## src/rtl/dmafe_pkg.sv

```systemverilog
package dmafe_pkg;

    // Register byte offsets
    localparam int OFF_CTRL   = 'h0000;
    localparam int OFF_ADDR   = 'h0004;
    localparam int OFF_BANK   = 'h0008;
    localparam int OFF_START  = 'h000C;
    localparam int OFF_STOP   = 'h0010;
    localparam int OFF_MASK   = 'h0014;
    localparam int OFF_CLKSEL = 'h8000;

    // Control word bit positions
    localparam int B_IE   = 0;
    localparam int B_DIR  = 1;
    localparam int B_PEND = 2;
    localparam int B_BUSY = 3;

    typedef struct packed {
        logic wr_ctrl;
        logic wr_addr;
        logic wr_bank;
        logic wr_start;
        logic wr_stop;
        logic wr_mask;
        logic rd_ctrl;
    } dec_t;

    typedef struct packed {
        logic busy;
        logic pend;
        logic dir;
        logic ie;
    } ctrl_t;

    function automatic logic [31:0] ctrl_word(ctrl_t c);
        logic [31:0] w;
        w         = '0;
        w[B_IE]   = c.ie;
        w[B_DIR]  = c.dir;
        w[B_PEND] = c.pend;
        w[B_BUSY] = c.busy;
        return w;
    endfunction

endpackage

```

## src/rtl/dmafe_decode.sv

```systemverilog
module dmafe_decode
    import dmafe_pkg::*;
#(
    parameter int ADDR_W = 16
) (
    input  logic              wr_en,
    input  logic              rd_en,
    input  logic [ADDR_W-1:0] addr,
    output dec_t              dec
);
    always_comb begin
        dec          = '0;
        dec.wr_ctrl  = wr_en && (addr == ADDR_W'(OFF_CTRL));
        dec.wr_addr  = wr_en && (addr == ADDR_W'(OFF_ADDR));
        dec.wr_bank  = wr_en && (addr == ADDR_W'(OFF_BANK));
        dec.wr_start = wr_en && (addr == ADDR_W'(OFF_START));
        dec.wr_stop  = wr_en && (addr == ADDR_W'(OFF_STOP));
        dec.wr_mask  = wr_en && (addr == ADDR_W'(OFF_MASK));
        dec.rd_ctrl  = rd_en && (addr == ADDR_W'(OFF_CTRL));
    end
endmodule

```

## src/rtl/dmafe_status.sv

```systemverilog
module dmafe_status
    import dmafe_pkg::*;
(
    input  logic  clk,
    input  logic  rst,
    input  dec_t  dec,
    input  logic  wr_ie,
    input  logic  wr_dir,
    input  logic  eng_done_i,
    input  logic  chip_irq_i,
    output ctrl_t st,
    output logic  eng_start_o,
    output logic  eng_stop_o,
    output logic  host_irq_o
);
    logic done_ok;
    logic pend_set;

    // Completion only counts while a transfer runs and no strobe overrides it
    assign done_ok  = eng_done_i && st.busy && !dec.wr_start && !dec.wr_stop;
    assign pend_set = chip_irq_i || done_ok;

    always_ff @(posedge clk) begin
        if (rst) begin
            st          <= '0;
            eng_start_o <= 1'b0;
            eng_stop_o  <= 1'b0;
        end else begin
            eng_start_o <= dec.wr_start;
            eng_stop_o  <= dec.wr_stop;
            if (dec.wr_ctrl) begin
                st.ie  <= wr_ie;
                st.dir <= wr_dir;
            end
            if (dec.wr_start)
                st.busy <= 1'b1;
            else if (dec.wr_stop || done_ok)
                st.busy <= 1'b0;
            if (pend_set)
                st.pend <= 1'b1;
            else if (dec.rd_ctrl)
                st.pend <= 1'b0;
        end
    end

    assign host_irq_o = st.pend && st.ie;
endmodule

```

## src/rtl/dmafe_addr.sv

```systemverilog
module dmafe_addr
    import dmafe_pkg::*;
#(
    parameter int          DATA_W     = 32,
    parameter int          BANK_W     = 3,
    parameter int          BANK_SRC   = 24,
    parameter int          BANK_POS   = 6,
    parameter logic [31:0] MASK_RESET = 32'hFF00_0000
) (
    input  logic              clk,
    input  logic              rst,
    input  dec_t              dec,
    input  logic [DATA_W-1:0] wdata,
    output logic [DATA_W-1:0] addr_q,
    output logic [BANK_W-1:0] bank_q,
    output logic [DATA_W-1:0] mask_q,
    output logic [DATA_W-1:0] eng_addr_o,
    output logic              range_err_o
);
    logic [BANK_W-1:0] bank_allow;

    assign bank_allow = ~mask_q[BANK_SRC +: BANK_W];

    always_ff @(posedge clk) begin
        if (rst) begin
            addr_q <= '0;
            bank_q <= '0;
            mask_q <= DATA_W'(MASK_RESET);
        end else begin
            if (dec.wr_addr) addr_q <= wdata;
            if (dec.wr_mask) mask_q <= wdata;
            if (dec.wr_bank) bank_q <= wdata[BANK_POS +: BANK_W] & bank_allow;
        end
    end

    // Merge the bank bits over the matching address field
    always_comb begin
        eng_addr_o = addr_q;
        for (int i = 0; i < BANK_W; i++)
            eng_addr_o[BANK_SRC + i] = bank_q[i];
    end

    assign range_err_o = |(addr_q & mask_q);
endmodule

```

## src/rtl/dmafe_top.sv

```systemverilog
module dmafe_top
    import dmafe_pkg::*;
#(
    parameter int          ADDR_W     = 16,
    parameter int          DATA_W     = 32,
    parameter int          BANK_W     = 3,
    parameter int          BANK_SRC   = 24,
    parameter int          BANK_POS   = 6,
    parameter logic [31:0] MASK_RESET = 32'hFF00_0000
) (
    input  logic              clk,
    input  logic              rst,
    input  logic              wr_en,
    input  logic              rd_en,
    input  logic [ADDR_W-1:0] addr,
    input  logic [DATA_W-1:0] wdata,
    output logic [DATA_W-1:0] rdata,
    input  logic              clk_sel_i,
    input  logic              eng_done_i,
    input  logic              chip_irq_i,
    output logic              eng_start_o,
    output logic              eng_stop_o,
    output logic              eng_dir_o,
    output logic [DATA_W-1:0] eng_addr_o,
    output logic              range_err_o,
    output logic              host_irq_o
);
    dec_t              dec;
    ctrl_t             st;
    logic [DATA_W-1:0] addr_q;
    logic [DATA_W-1:0] mask_q;
    logic [BANK_W-1:0] bank_q;
    logic              busy_w;
    logic              pend_w;
    logic              ie_w;

    dmafe_decode #(.ADDR_W(ADDR_W)) u_dec (
        .wr_en (wr_en),
        .rd_en (rd_en),
        .addr  (addr),
        .dec   (dec)
    );

    dmafe_status u_st (
        .clk         (clk),
        .rst         (rst),
        .dec         (dec),
        .wr_ie       (wdata[B_IE]),
        .wr_dir      (wdata[B_DIR]),
        .eng_done_i  (eng_done_i),
        .chip_irq_i  (chip_irq_i),
        .st          (st),
        .eng_start_o (eng_start_o),
        .eng_stop_o  (eng_stop_o),
        .host_irq_o  (host_irq_o)
    );

    dmafe_addr #(
        .DATA_W     (DATA_W),
        .BANK_W     (BANK_W),
        .BANK_SRC   (BANK_SRC),
        .BANK_POS   (BANK_POS),
        .MASK_RESET (MASK_RESET)
    ) u_addr (
        .clk         (clk),
        .rst         (rst),
        .dec         (dec),
        .wdata       (wdata),
        .addr_q      (addr_q),
        .bank_q      (bank_q),
        .mask_q      (mask_q),
        .eng_addr_o  (eng_addr_o),
        .range_err_o (range_err_o)
    );

    assign eng_dir_o = st.dir;
    assign busy_w    = st.busy;
    assign pend_w    = st.pend;
    assign ie_w      = st.ie;

    always_comb begin
        rdata = '0;
        case (addr)
            ADDR_W'(OFF_CTRL):   rdata = DATA_W'(ctrl_word(st));
            ADDR_W'(OFF_ADDR):   rdata = addr_q;
            ADDR_W'(OFF_BANK):   rdata[BANK_POS +: BANK_W] = bank_q;
            ADDR_W'(OFF_MASK):   rdata = mask_q;
            ADDR_W'(OFF_CLKSEL): rdata[0] = clk_sel_i;
            default:             rdata = '0;
        endcase
    end
endmodule

```

## config.mk

```make
export PLATFORM = sky130hd
export DESIGN_NAME = dmafe_top
export DESIGN_NICKNAME = d
export VERILOG_FILES = /design/src/rtl/dmafe_pkg.sv /design/src/rtl/dmafe_decode.sv /design/src/rtl/dmafe_status.sv /design/src/rtl/dmafe_addr.sv /design/src/rtl/dmafe_top.sv
export SDC_FILE = /design/constraint.sdc
export NUM_CORES = 1
export LEC_CHECK = 0
export ABC_AREA = 1
export BUFFER_PORTS_ARGS = -buffer_cell sky130_fd_sc_hd__buf_2
export CAP_MARGIN = 20
export CORE_MARGIN = 4
export CORE_UTILIZATION = 50
export CTS_CLUSTER_DIAMETER = 50
export CTS_CLUSTER_SIZE = 24
export DETAILED_ROUTE_END_ITERATION = 8
export GPL_TIMING_DRIVEN = 1
export PLACE_DENSITY = 0.79
export SLEW_MARGIN = 20
export SYNTH_ARGS = -nofsm -noshare
export SYNTH_HDL_FRONTEND = slang
export SYNTH_SLANG_ARGS = --single-unit
```

## constraint.sdc

```tcl
create_clock -name clk -period 1.4 [get_ports clk]
set_input_delay 0.07 -clock clk [delete_from_list [all_inputs] [get_ports clk]]
set_output_delay 0.07 -clock clk [all_outputs]
set_load 0.05 [all_outputs]
```

### Word-level counts from Yosys, hierarchy flattened

Index checks and enable logic that the tools add are counted.

| operators by class | value |
|---|---|
| muxes and demuxes | 8 |
| $mul | 0 |
| magnitude comparators | 0 |
| add/sub/neg operators | 0 |
| bitwise logic cells | 3 |
| equal/unequal tests | 6 |
| div/mod/pow operators | 0 |
| reductions and logical operators | 19 |
| shift-type cells | 0 |

Operator list:

| cell | count |
|---|---|
| one-hot mux 23 bit (2 select lines) | 1 |
| bitwise AND 32 bit | 1 |
| equality test 16 x 4 -> 1 bit, second input constant | 2 |
| equality test 16 x 5 -> 1 bit, second input constant | 2 |
| OR reduction 32 bit | 1 |
| equality test 16 bit, second input constant | 1 |
| equality test 16 x 3 -> 1 bit, second input constant | 1 |
| logical NOT 16 bit | 1 |
| one-hot mux 5 bit (3 select lines) | 1 |
| logical AND 1 bit | 11 |
| one-hot mux 3 bit (3 select lines) | 1 |
| two-way mux 1 bit | 4 |
| one-hot mux 1 bit (4 select lines) | 1 |
| nonzero test 2 bit | 2 |
| bitwise AND 3 bit | 1 |
| inverter 3 bit | 1 |
| logical NOT 1 bit | 2 |
| logical OR 1 bit | 2 |

| storage, ports and cells | value |
|---|---|
| word-level logic and storage cells | 45 |
| input bits | 55 |
| register bits | 73 |
| output and inout bits | 69 |
| memory bits (read-only) | 0 |
| memories kept | 0 |
| memory bits (writable) | 0 |
| bits in latches | 0 |

### Depth between registers and ports, before layout

Gate-level depths: netlist of the first run.

| logic depth | value |
|---|---|
| depth in word-level cells | 8 |
| mapped depth | 10 |
| gate-level depth less buffers | 9 |

### Cells and area by module

Synthesis of the first run repeated with hierarchy kept, for this count alone.

| unflattened totals | value |
|---|---|
| cells, all modules | 594 |
| area, all modules | 3843.7 µm² |

By module, submodules not included:

| module | times used | area an instance (µm²) | cells an instance | sequential area each (µm²) |
|---|---|---|---|---|
| dmafe_addr | 1 | 2811.4 | 385 | 1341.3 |
| dmafe_top | 1 | 671.9 | 146 | 0.0 |
| dmafe_status | 1 | 217.7 | 30 | 120.1 |
| dmafe_decode | 1 | 142.6 | 33 | 0.0 |

### Least setup slack after synthesis of the first run

OpenSTA, ideal clock, no wires.

| timing | value |
|---|---|
| kind | input-to-output |
| start | in addr[11] |
| end | out rdata[10] |
| cell stages on the path | 6 |
| path slack | -0.200 ns |
| data required time | 1.330 ns |
| arrival | 1.530 ns |
| path through | nor2_1 -> nand2_1 -> nor2_4 -> buf_4 -> nand4_4 -> o22ai_1 |

| on the way | value |
|---|---|
| cells in the longest elaborated chain, start to end | 2 |
| elaborated cells between the ends (all ways) | 3 |

RTL lines:

| item | RTL line | RTL |
|---|---|---|
| start, declared | dmafe_top.sv:15 | `input logic [ADDR_W-1:0] addr,` |
| equality test 16 x 5 -> 1 bit or equality test 16 x 3 -> 1 bit (tied branches) | dmafe_top.sv:83 | `case (addr)` |
| one-hot mux 23 bit (2 select lines) * | dmafe_top.sv:83 |  |
| end, declared | dmafe_top.sv:17 | `output logic [DATA_W-1:0] rdata,` |

Mark *: on every way between the ends. The rest lies on a longest branch, timed or not.

### Worst setup path after layout of the first run

| timing | value |
|---|---|
| start | reg u_addr.addr_q[10] |
| end | out range_err_o |

| on the way | value |
|---|---|
| cells in the longest elaborated chain, start to end | 2 |

RTL lines:

| item | RTL line | RTL |
|---|---|---|
| start, declared | dmafe_addr.sv:14 | `output logic [DATA_W-1:0] addr_q,` |
| start signal, assigned | dmafe_addr.sv:30 | `if (dec.wr_addr) addr_q <= wdata;` |
| bitwise AND 32 bit | dmafe_addr.sv:43 | `assign range_err_o = \|(addr_q & mask_q);` |
| OR reduction 32 bit | dmafe_addr.sv:43 |  |
| end, declared | dmafe_top.sv:25 | `output logic range_err_o,` |

Every way passes these cells.

==> key figures, run 1 <==
Die
  • Die X: 95.5 µm
  • Die height: 95.5 µm
  • Row cnt: 31
  • Core area: 7330 µm²
  • Boundary Pins: 124
  • Starting Density: 52.2%
  • Die area: around 9000 µm²

Critical path
  • Worst Path Max Fanout: 3
  • Crit path buffers/inverters: 2
  • Cell mode on critical path: nand2_1
  • Worst setup path endpoint: range_err_o
  • Worst setup SP type: flop
  • CP endpoint kind: primary output
  • Capturing point of the worst reg2reg path: u_addr.bank_q[2]$_SDFFE_PP0P_
  • WP depth: 7
  • Launch point of the worst reg-to-reg path: u_addr.mask_q[26]$_SDFFE_PP1P_
  • Reg-to-reg setup timing slack: roughly 0.57 ns
  • Max incr delay on CP: between 0.3 and 0.4 ns
  • CP top delay family: flip-flops
  • Slowest cell on crit path: dfxtp_1
  • R2r worst-path depth: 3
  • Critical Path Source: u_addr.addr_q[10]$_SDFFE_PP0P_
  • CP arrival: between 1 and 1.5 ns
  • Worst Path Required: between 1 and 1.5 ns
  • Cell Chain, Critical Path: inv_1, o22ai_1, nor2_1, nand2_1, nor2_2, nand2_1, buf_6
  • Critical setup path kind: flop to primary output

Run status
  • Failing checks: setup timing
  • Status: finished, violations left

Power
  • PwrDens: approximately 740 nW/µm²
  • Static leakage: 2.60 nW
  • Internal power: 3.28 mW
  • Peak VDD IR: 0.658 mV
  • Psw: a little under 1 mW
  • Sw frac: 22.7%
  • Clock power frac: 43.3%
  • Combinational power share: under 10%
  • Sequential power share: roughly half

Cells and area
  • ANT cells: 0
  • Commonest non-fill, non-tap cell in the layout: buf_2
  • Commonest non-fill, non-tap cells in the layout: 84 x buf_2, 83 x nand2_1, 68 x dfxtp_1
  • Share of cells above drive strength 1: 41.0%
  • Synth-to-Final Area Change: 48.6%
  • Final net count: 724
  • Non-filler cells, final: slightly below 800
  • Post-route cell area: 5690 µm²

Yosys
  • Syn_area_per_cell: about 7.4 µm²
  • Syn Nets: roughly 570
  • Mapped cell area: about 3800 µm²
  • Mapped Cells: just over 500
  • Sequential share of the synthesized area: around two fifths
  • Warnings from Yosys: 0
  • Synth unique cells: 26
  • Synth Register Bits: 73

STA
  • # setup viols final: 10
  • RSZ-0062 raised after global routing: true
  • Setup Skew: between 0.006 and 0.007 ns
  • Worst Max-Slew Pin Slew: roughly 0.37 ns
  • Fin worst setup slack: -0.155 ns
  • Max Transition Viols Final: 0
  • Final hold viol count: 0
  • Slew HR: between 70% and 80%
  • Post-route clock period utilization: 111%
  • Minimum clock period: approximately 1.6 ns
  • Max frequency: 0.643 GHz

GRT
  • GRT Total Usage: between 20% and 30%
  • First-pass GRT wire length: roughly 19,000 µm
  • Initial antenna violation count: 0
  • Largest net degree at the start of global routing: 34
  • Vias in the first global route: roughly 4,100
  • Gr ovfl total: 0

Routing
  • Pre-antenna DRT Iters: 5
  • Total length of routed wires: 13,200 µm
  • Post-route ant nets: 0
  • Average routed wire per standard cell: about 17 µm
  • First DRT Iteration DRCs: 256
  • Total number of vias: around 4,300
  • DR DRC count: 0
  • Vias per cell: 5.54

Placed design
  • DP HPWL: approximately 7700 µm
  • GPL Wtd Cong: approximately 0.88
  • Dpl cells: 715
  • Placed Area: between 4000 and 5000 µm²
  • Worst slack at placement: -0.0891 ns
  • Port buffer count: ~120

CTS
  • CTS Buf Count: 9
  • Clock root buffer: clkbuf_8
  • CTS tree: yes
  • Clk slew on worst S/H paths: 0.08 ns
  • Clock sink count: 73
  • Clk_lat worst skew: between 0.3 and 0.4 ns
  • H-Tree Depth: 3
  • CTS max path bufs: 2

Flow run
  • Maximum capacitance violations: 0

Worst hold path
  • Hold WC Path Type: input port to flop
worst min-delay path by stage:
stage / startpoint / endpoint / slack (ns) / cells after the start
final: wdata[6] / u_addr.addr_q[6]$_SDFFE_PP0P_ / 0.01 / 3
after global placement: wdata[31] / u_addr.mask_q[31]$_SDFFE_PP1P_ / 0.29 / 3
after floorplan: wdata[24] / u_addr.mask_q[24]$_SDFFE_PP1P_ / 0.18 / 2
after detailed placement: wdata[29] / u_addr.mask_q[29]$_SDFFE_PP1P_ / 0.30 / 3
after global routing: wdata[6] / u_addr.addr_q[6]$_SDFFE_PP0P_ / 0.02 / 3
after CTS: wdata[8] / u_addr.addr_q[8]$_SDFFE_PP0P_ / 0.008 / 3
synth_stat cells:
library cell  count  area, µm²
a22o_1           21        184
clkbuf_1         11       41.3
nand2_4           1       11.3
a221oi_1          4       35.0
buf_6             8       90.1
buf_4            30        225
nor2_8            1       20.0
nor2_2           31        194
nand4_4           1       21.3
o21ai_1          30        150
o22ai_1          13       81.3
inv_2             2       7.51
a21oi_1          29        145
nand4_1          28        175
nand3b_1          2       15.0
buf_2            10       50.1
nor2_4            6       67.6
nand2_2           1       6.26
dfxtp_1          73       1460
nor3_1            1       5.00
nor2_1           62        233
inv_1            31        116
nand2_1          91        342
o21ai_0           2       10.0
o21a_1            2       15.0
nand3_1          25        125
cell type report:
cell class                      count  area [µm²]
Clock buffer                       10         138
Clock inverter                      5        80.1
Fill cell                         508        1640
Inverter                           33         124
Multi-Input combinational cell    352        2080
Sequential cell                    73        1470
Tap cell                           99         124
Timing Repair Buffer              200        1680
flip-flops by register name (all words and copies together) (netlist names):
register          cells
u_addr.addr_q        32
u_addr.bank_q         3
u_addr.mask_q        32
u_st.eng_start_o      1
u_st.eng_stop_o       1
u_st.st               4
worst min-delay path, stage by stage:
cell and delay (ns):
buf_2 0.11, nor2_2 0.04, nor2_1 0.10
kinds of logic (layout without fill, tap and decap cells):
group / count (synthesis) / count (layout) / synth area share (%)
buffers and inverters: 92 / 248 / 13.9
AO/OA/AOI/OAI: 101 / 101 / 16.2
flip-flops: 73 / 73 / 38.2
AND/OR/NAND/NOR: 250 / 251 / 31.7
layer usage:
metal	track usage, %	vias to the layer above	routed length (µm)	share of wire [%]
li1	-	2015	-	-
met4	10.3	0	295	2.2
met3	6.39	32	1160	8.8
met2	45.5	264	6560	50
met5	0	-	0	0
met1	33.6	1968	5160	39
per-stage QoR:
| stage | TNS (ns) | hold slack (ns) | util, % | total power [mW] |
|---|---|---|---|---|
| floorplan | -1.60 | 0.183 | - | 2.20 |
| global placement | -1.04 | 0.294 | 61.1 | 2.35 |
| detailed placement | -2.64 | 0.304 | 61.1 | 2.35 |
| CTS | -0.426 | 0.00807 | 73.1 | 4.21 |
| global route | -1.54 | 0.0174 | 77.6 | 4.36 |
| finish | -0.644 | 0.00957 | 77.6 | 4.24 |
power by group through the flow:
stage	registers [mW]	logic (mW)	clock network (mW)
after CTS	2.08	0.298	1.84
after detailed placement	2.13	0.224	0
after global placement	2.13	0.219	0
after floorplan	2.13	0.0775	0
final	2.08	0.326	1.83
after global routing	2.08	0.347	1.94
timing repair:
action / in CTS / in global routing
hold buffers: 30 / 0
setup endpoints to repair: 33 / 33
cloned: 2 / 2
gates resized for setup: 80 / 57
hold endpoints to repair: 40 / 0
pin swaps: 6 / 14
setup buffers: 5 / 5
Power figures use the tool's default switching activity.
==> inputs of run 2 (changes only) <==
==> constraint.sdc (replaced) <==
create_clock -name clk -period 1.4 [get_ports clk]
set_input_delay 0.14 -clock clk [delete_from_list [all_inputs] [get_ports clk]]
set_output_delay 0.14 -clock clk [all_outputs]
set_load 0.05 [all_outputs]
==> key figures, run 2 (same netlist as run 1, synthesis figures left out) <==
STA
  • Max Transition Viols Final: 0
  • Setup tns final: -4.43 ns
  • Final hold viol count: 0
  • Setup Skew: ~0.010 ns
  • # setup viols final: 33
  • Minimum clock period: 1.64 ns
  • Fin worst setup slack: -0.242 ns
  • Max frequency: roughly 0.6 GHz
  • RSZ-0062 raised after global routing: true
  • Final hold slack: about 0.021 ns
  • Slew HR: ~75%
  • Worst Max-Slew Pin Slew: 0.371 ns
  • Post-route clock period utilization: 117%

Die
  • Boundary Pins: 124
  • Core area: about 7300 µm²
  • Die X: 95.5 µm
  • Die height: about 95 µm
  • Starting Density: 52.2%
  • Row cnt: 31
  • Die area: approximately 9100 µm²

Routing
  • Met1 WL: approximately 5000 µm
  • Average routed wire per standard cell: 17.5 µm
  • Total number of vias: 4,282
  • First DRT Iteration DRCs: approximately 360
  • Routed wl met3: about 1300 µm
  • Total length of routed wires: roughly 13,000 µm
  • Vias per cell: ~5.6
  • Met2 wire len: between 6000 and 7000 µm
  • Post-route ant nets: 0
  • Pre-antenna DRT Iters: 7
  • Max Used Layer: met4
  • DR DRC count: 0

Placed design
  • DP HPWL: 8440 µm
  • Worst slack at placement: -0.219 ns
  • GPL Wtd Cong: approximately 0.86
  • Port buffer count: around 120

CTS
  • Clk slew on worst S/H paths: roughly 0.080 ns
  • H-Tree Depth: 3
  • CTS max path bufs: 2
  • Clock sink count: between 70 and 80
  • CTS Buf Count: 9
  • CTS tree: yes
  • Clock root buffer: clkbuf_8
  • Post-CTS Hold Buffers: 0
  • Clk_lat worst skew: around 0.35 ns

Power
  • Static leakage: 2.77 nW
  • PwrDens: approximately 640 nW/µm²
  • Psw: a little over 0.9 mW
  • Peak VDD IR: 0.520 mV
  • Combinational power share: under 10%
  • Sw frac: between 20% and 30%
  • Sequential power share: 55.5%
  • Clock power frac: ~37%
  • Internal power: ~2.8 mW

Worst hold path
  • Hold WC Path Type: input port to flop

Cells and area
  • Final net count: between 700 and 800
  • Top flop regs: u_addr.addr_q: 32 flops, u_addr.mask_q: 32 flops, u_st.st: 4 flops
  • Synth-to-Final Area Change: 53.0%
  • ANT cells: 0
  • Commonest non-fill, non-tap cells in the layout: 84 x buf_2, 71 x dfxtp_1, 69 x nand2_1
  • Commonest non-fill, non-tap cell in the layout: buf_2
  • Share of cells above drive strength 1: 47.6%

Critical path
  • Worst Path Required: approximately 1.3 ns
  • Critical setup path kind: flop to primary output
  • Worst setup SP type: flop
  • CP arrival: around 1.5 ns
  • CP endpoint kind: primary output
  • Worst Path Max Fanout: 3

GRT
  • Largest net degree at the start of global routing: 37
  • Initial antenna violation count: 0
  • Vias in the first global route: 4,369
  • GRT Total Usage: 29.4%
  • Gr ovfl total: 0
  • First-pass GRT wire length: 20,900 µm

Run status
  • Status: finished, violations left
  • Failing checks: setup timing

Flow run
  • Maximum capacitance violations: 0
-- run 2: cell types whose count changed in the layout (fill, tap and decap cells not counted), sizes merged --
cell / change
clkinvlp: -1
buf: +21
bufinv: -2
dlygate4sd3: -30
clkinv: +2
nand4: -1
-- run 2: repair_timing --
item                       in CTS  in global routing
gates resized for setup       132                 39
cloned                          3                  2
pin swaps                      12                 21
setup endpoints to repair      33                 40
setup buffers                  15                  2
-- run 2: through the flow --
step / instances / total power [mW] / cell area, µm² / utilization [%]
CTS: 762 / 3.73 / 5690 / 77.6
global route: 761 / 3.86 / 5850 / 79.9
global placement: 730 / 2.36 / 4830 / 65.9
detailed placement: 730 / 2.36 / 4830 / 65.9
finish: 761 / 3.75 / 5850 / 79.9
floorplan: 516 / 2.21 / 4040 / -
-- run 2: critical path, stage by stage (launching register included) --
cell	delay, ns
dfxtp_1	0.34
nand2_1	0.07
nand2_1	0.06
a221oi_2	0.18
nand2_1	0.10
nor2_2	0.15
nand2_1	0.09
buf_6	0.16
-- run 2: layout make-up --
| cell class | instances | area (µm²) |
|---|---|---|
| sequential | 73 | 1460 |
| tap | 99 | 124 |
| multi-input combinational | 351 | 2310 |
| fill | 490 | 1480 |
| timing repair buffer | 191 | 1670 |
| clock inverter | 4 | 22.5 |
| clock buffer | 10 | 128 |
| inverter | 33 | 136 |
-- run 2: per-layer routing --
layer | track usage, % | vias to the layer above
met2 | 51.4 | 258
met1 | 33.7 | 1990
met4 | 12.9 | 0
li1 | - | 1993
met3 | 7.81 | 41
met5 | 0 | -
-- run 2: power groups by stage --
stage | clock, mW | sequential [mW] | combinational, mW
after floorplan | 0 | 2.13 | 0.0809
after global placement | 0 | 2.13 | 0.233
after detailed placement | 0 | 2.13 | 0.238
after CTS | 1.39 | 2.08 | 0.263
after global routing | 1.48 | 2.08 | 0.298
final | 1.39 | 2.08 | 0.278
-- run 2: final timing paths --
kind                                         end                            from  cells past startpoint  slack (ns)
setup reg to reg   u_addr.bank_q[1]$_SDFFE_PP0P_  u_addr.mask_q[25]$_SDFFE_PP1P_                      3        0.55
setup / recovery                     range_err_o   u_addr.mask_q[4]$_SDFFE_PP0P_                      7       -0.24
hold / removal    u_addr.mask_q[29]$_SDFFE_PP1P_                       wdata[29]                      3        0.02
hold reg to reg   u_addr.mask_q[15]$_SDFFE_PP0P_  u_addr.mask_q[15]$_SDFFE_PP0P_                      2        0.46
==> inputs of run 3 (changes only) <==
--- a/config.mk
+++ b/config.mk
@@ -11,10 +11,9 @@
 export CORE_MARGIN = 4
 export CORE_UTILIZATION = 50
 export CTS_CLUSTER_DIAMETER = 50
-export CTS_CLUSTER_SIZE = 24
 export DETAILED_ROUTE_END_ITERATION = 8
 export GPL_TIMING_DRIVEN = 1
-export PLACE_DENSITY = 0.79
+export PLACE_DENSITY_LB_ADDON = 0.05
 export SLEW_MARGIN = 20
 export SYNTH_ARGS = -nofsm -noshare
 export SYNTH_HDL_FRONTEND = slang
==> key figures, run 3 (same netlist as run 1, synthesis figures left out) <==
CTS
  • Clk_lat worst skew: between 0.3 and 0.4 ns
  • Clk slew on worst S/H paths: 0.08 ns
  • Clock root buffer: clkbuf_8
  • CTS tree: yes
  • CTS max path bufs: 2
  • Clock sink count: 73
  • H-Tree Depth: 3
  • CTS Buf Count: 9

Placed design
  • GPL Wtd Cong: 0.842
  • Placed Area: 4820 µm²
  • DP HPWL: around 8000 µm
  • Worst slack at placement: -0.287 ns
  • Port buffer count: between 100 and 150

STA
  • Setup tns final: -3.29 ns
  • # setup viols final: 33
  • Slew HR: about three quarters
  • Setup Skew: between 0.004 and 0.005 ns
  • Max frequency: between 0.6 and 0.7 GHz
  • Minimum clock period: between 1.5 and 2 ns
  • Max Transition Viols Final: 0
  • Post-route clock period utilization: 119%
  • Worst Max-Slew Pin Slew: between 0.3 and 0.4 ns
  • Fin worst setup slack: -0.265 ns
  • Final hold viol count: 0
  • RSZ-0062 raised after global routing: true

Power
  • Static leakage: 2.67 nW
  • Peak VDD IR: around 0.58 mV
  • PwrDens: between 700 and 800 nW/µm²

Flow run
  • Maximum capacitance violations: 0

Cells and area
  • Synth-to-Final Area Change: 51.3%
  • Top flop regs: u_addr.addr_q: 32 flops, u_addr.mask_q: 32 flops, u_st.st: 4 flops
  • Fill cells: roughly 520
  • Commonest non-fill, non-tap cell in the layout: buf_2
  • Final net count: just over 700
  • Post-route cell area: 5790 µm²
  • Commonest non-fill, non-tap cells in the layout: 84 x buf_2, 70 x nand2_1, 65 x dfxtp_1
  • Share of cells above drive strength 1: between 40% and 50%
  • ANT cells: 0

Worst hold path
  • Hold WC Path Type: input port to flop
  • Hold depth: 3

Run status
  • Failing checks: setup timing
  • Status: finished, violations left

Critical path
  • Cell Chain, Critical Path: nand2_2, nand2_2, a221oi_2, nand2_1, nor2_2, nand2_1, buf_6
  • Slowest cell on crit path: dfxtp_2
  • CP endpoint kind: primary output
  • Crit path buffers/inverters: 1
  • CP arrival: roughly 1.5 ns
  • Max incr delay on CP: approximately 0.34 ns
  • Worst Path Max Fanout: 3
  • CP top delay family: simple AND/OR/NAND/NOR gates
  • Worst Path Required: approximately 1.3 ns
  • Worst setup SP type: flop
  • R2r worst-path depth: 3
  • WP depth: 7
  • Critical setup path kind: flop to primary output

Routing
  • Vias per cell: approximately 5.6
  • First DRT Iteration DRCs: around 240
  • Total number of vias: 4,205
  • Post-route ant nets: 0
  • Pre-antenna DRT Iters: 4
  • Average routed wire per standard cell: approximately 17 µm
  • DR DRC count: 0
  • Total length of routed wires: approximately 13,000 µm

Die
  • Die height: 95.5 µm
  • Starting Density: between 50% and 60%
  • Die area: between 9000 and 10,000 µm²
  • Core area: 7330 µm²
  • Die X: ~95 µm
  • Boundary Pins: 124
  • Row cnt: 31

GRT
  • Busiest layer in global routing: met2
  • Grt met2 use: roughly half
  • Gr ovfl total: 0
  • Initial antenna violation count: 1
  • First-pass GRT wire length: approximately 20,000 µm
  • Largest net degree at the start of global routing: 41
  • Met1 usage: about a third
  • GRT Total Usage: between 20% and 30%
  • Vias in the first global route: approximately 4,200
  • GR Util met3: under 10%
## run 3: changes by cell type in the layout (fill, tap and decap cells not counted), sizes merged
| cell | before | now |
|---|---|---|
| buf | 189 | 181 |
| bufinv | 0 | 3 |
| clkinvlp | 1 | 0 |
| inv | 33 | 32 |
| nand4 | 29 | 30 |
## run 3: area by class of cell
| cell class | count | area, µm² | share of cell area (%) |
|---|---|---|---|
| clock buffer | 11 | 131 | 2.27 |
| inverter | 33 | 136 | 2.35 |
| multi-input combinational | 352 | 2240 | 38.6 |
| clock inverter | 5 | 104 | 1.79 |
| timing repair buffer | 182 | 1590 | 27.4 |
| tap | 99 | 124 | 2.14 |
| sequential | 73 | 1470 | 25.4 |
## run 3: power by group
group	switching [mW]	internal [mW]
clock	0.820	1.19
combinational	0.157	0.115
sequential	0.00207	2.08
total	0.979	3.38
## run 3: repair_timing
item / CTS / global route
resized for setup: 129 / 42
cloned: 4 / 1
endpoints found under the hold margin: 0 / 0
buffers inserted: 12 / 5
pin swaps: 17 / 22
hold buffers: 0 / 0
setup endpoints to repair: 33 / 40
## run 3: final timing paths
check / to / from / slack, ns
max: range_err_o / u_addr.mask_q[2]$_SDFFE_PP0P_ / -0.27
min reg2reg: u_addr.mask_q[10]$_SDFFE_PP0P_ / u_addr.mask_q[10]$_SDFFE_PP0P_ / 0.46
max reg2reg: u_addr.bank_q[2]$_SDFFE_PP0P_ / u_addr.mask_q[26]$_SDFFE_PP1P_ / 0.55
min: u_addr.mask_q[27]$_SDFFE_PP1P_ / wdata[27] / 0.01
## run 3: worst register-to-register path, cell delays in order, from the launching register on
cell	delay, ns
dfxtp_1	0.38
nor2_1	0.14
nand4_1	0.10
a21oi_1	0.16
## run 3: layer usage
metal  wire length [µm]  vias to the layer above
met5                 10                        -
met4                356                        2
met3                958                       34
met2               6450                      199
met1               5330                     1988
li1                   -                     1982
## run 3: stage by stage
stage | power (mW) | hold WS, ns | util [%] | std cells
2_1_floorplan | 2.21 | 0.253 | - | 516
3_3_place_gp | 2.36 | 0.363 | 65.8 | 726
3_5_place_dp | 2.37 | 0.367 | 65.8 | 726
4_1_cts | 4.35 | 0.00168 | 77.4 | 756
5_1_grt | 4.48 | 0.00789 | 79.0 | 755
6_report | 4.36 | 0.0148 | 79.0 | 755
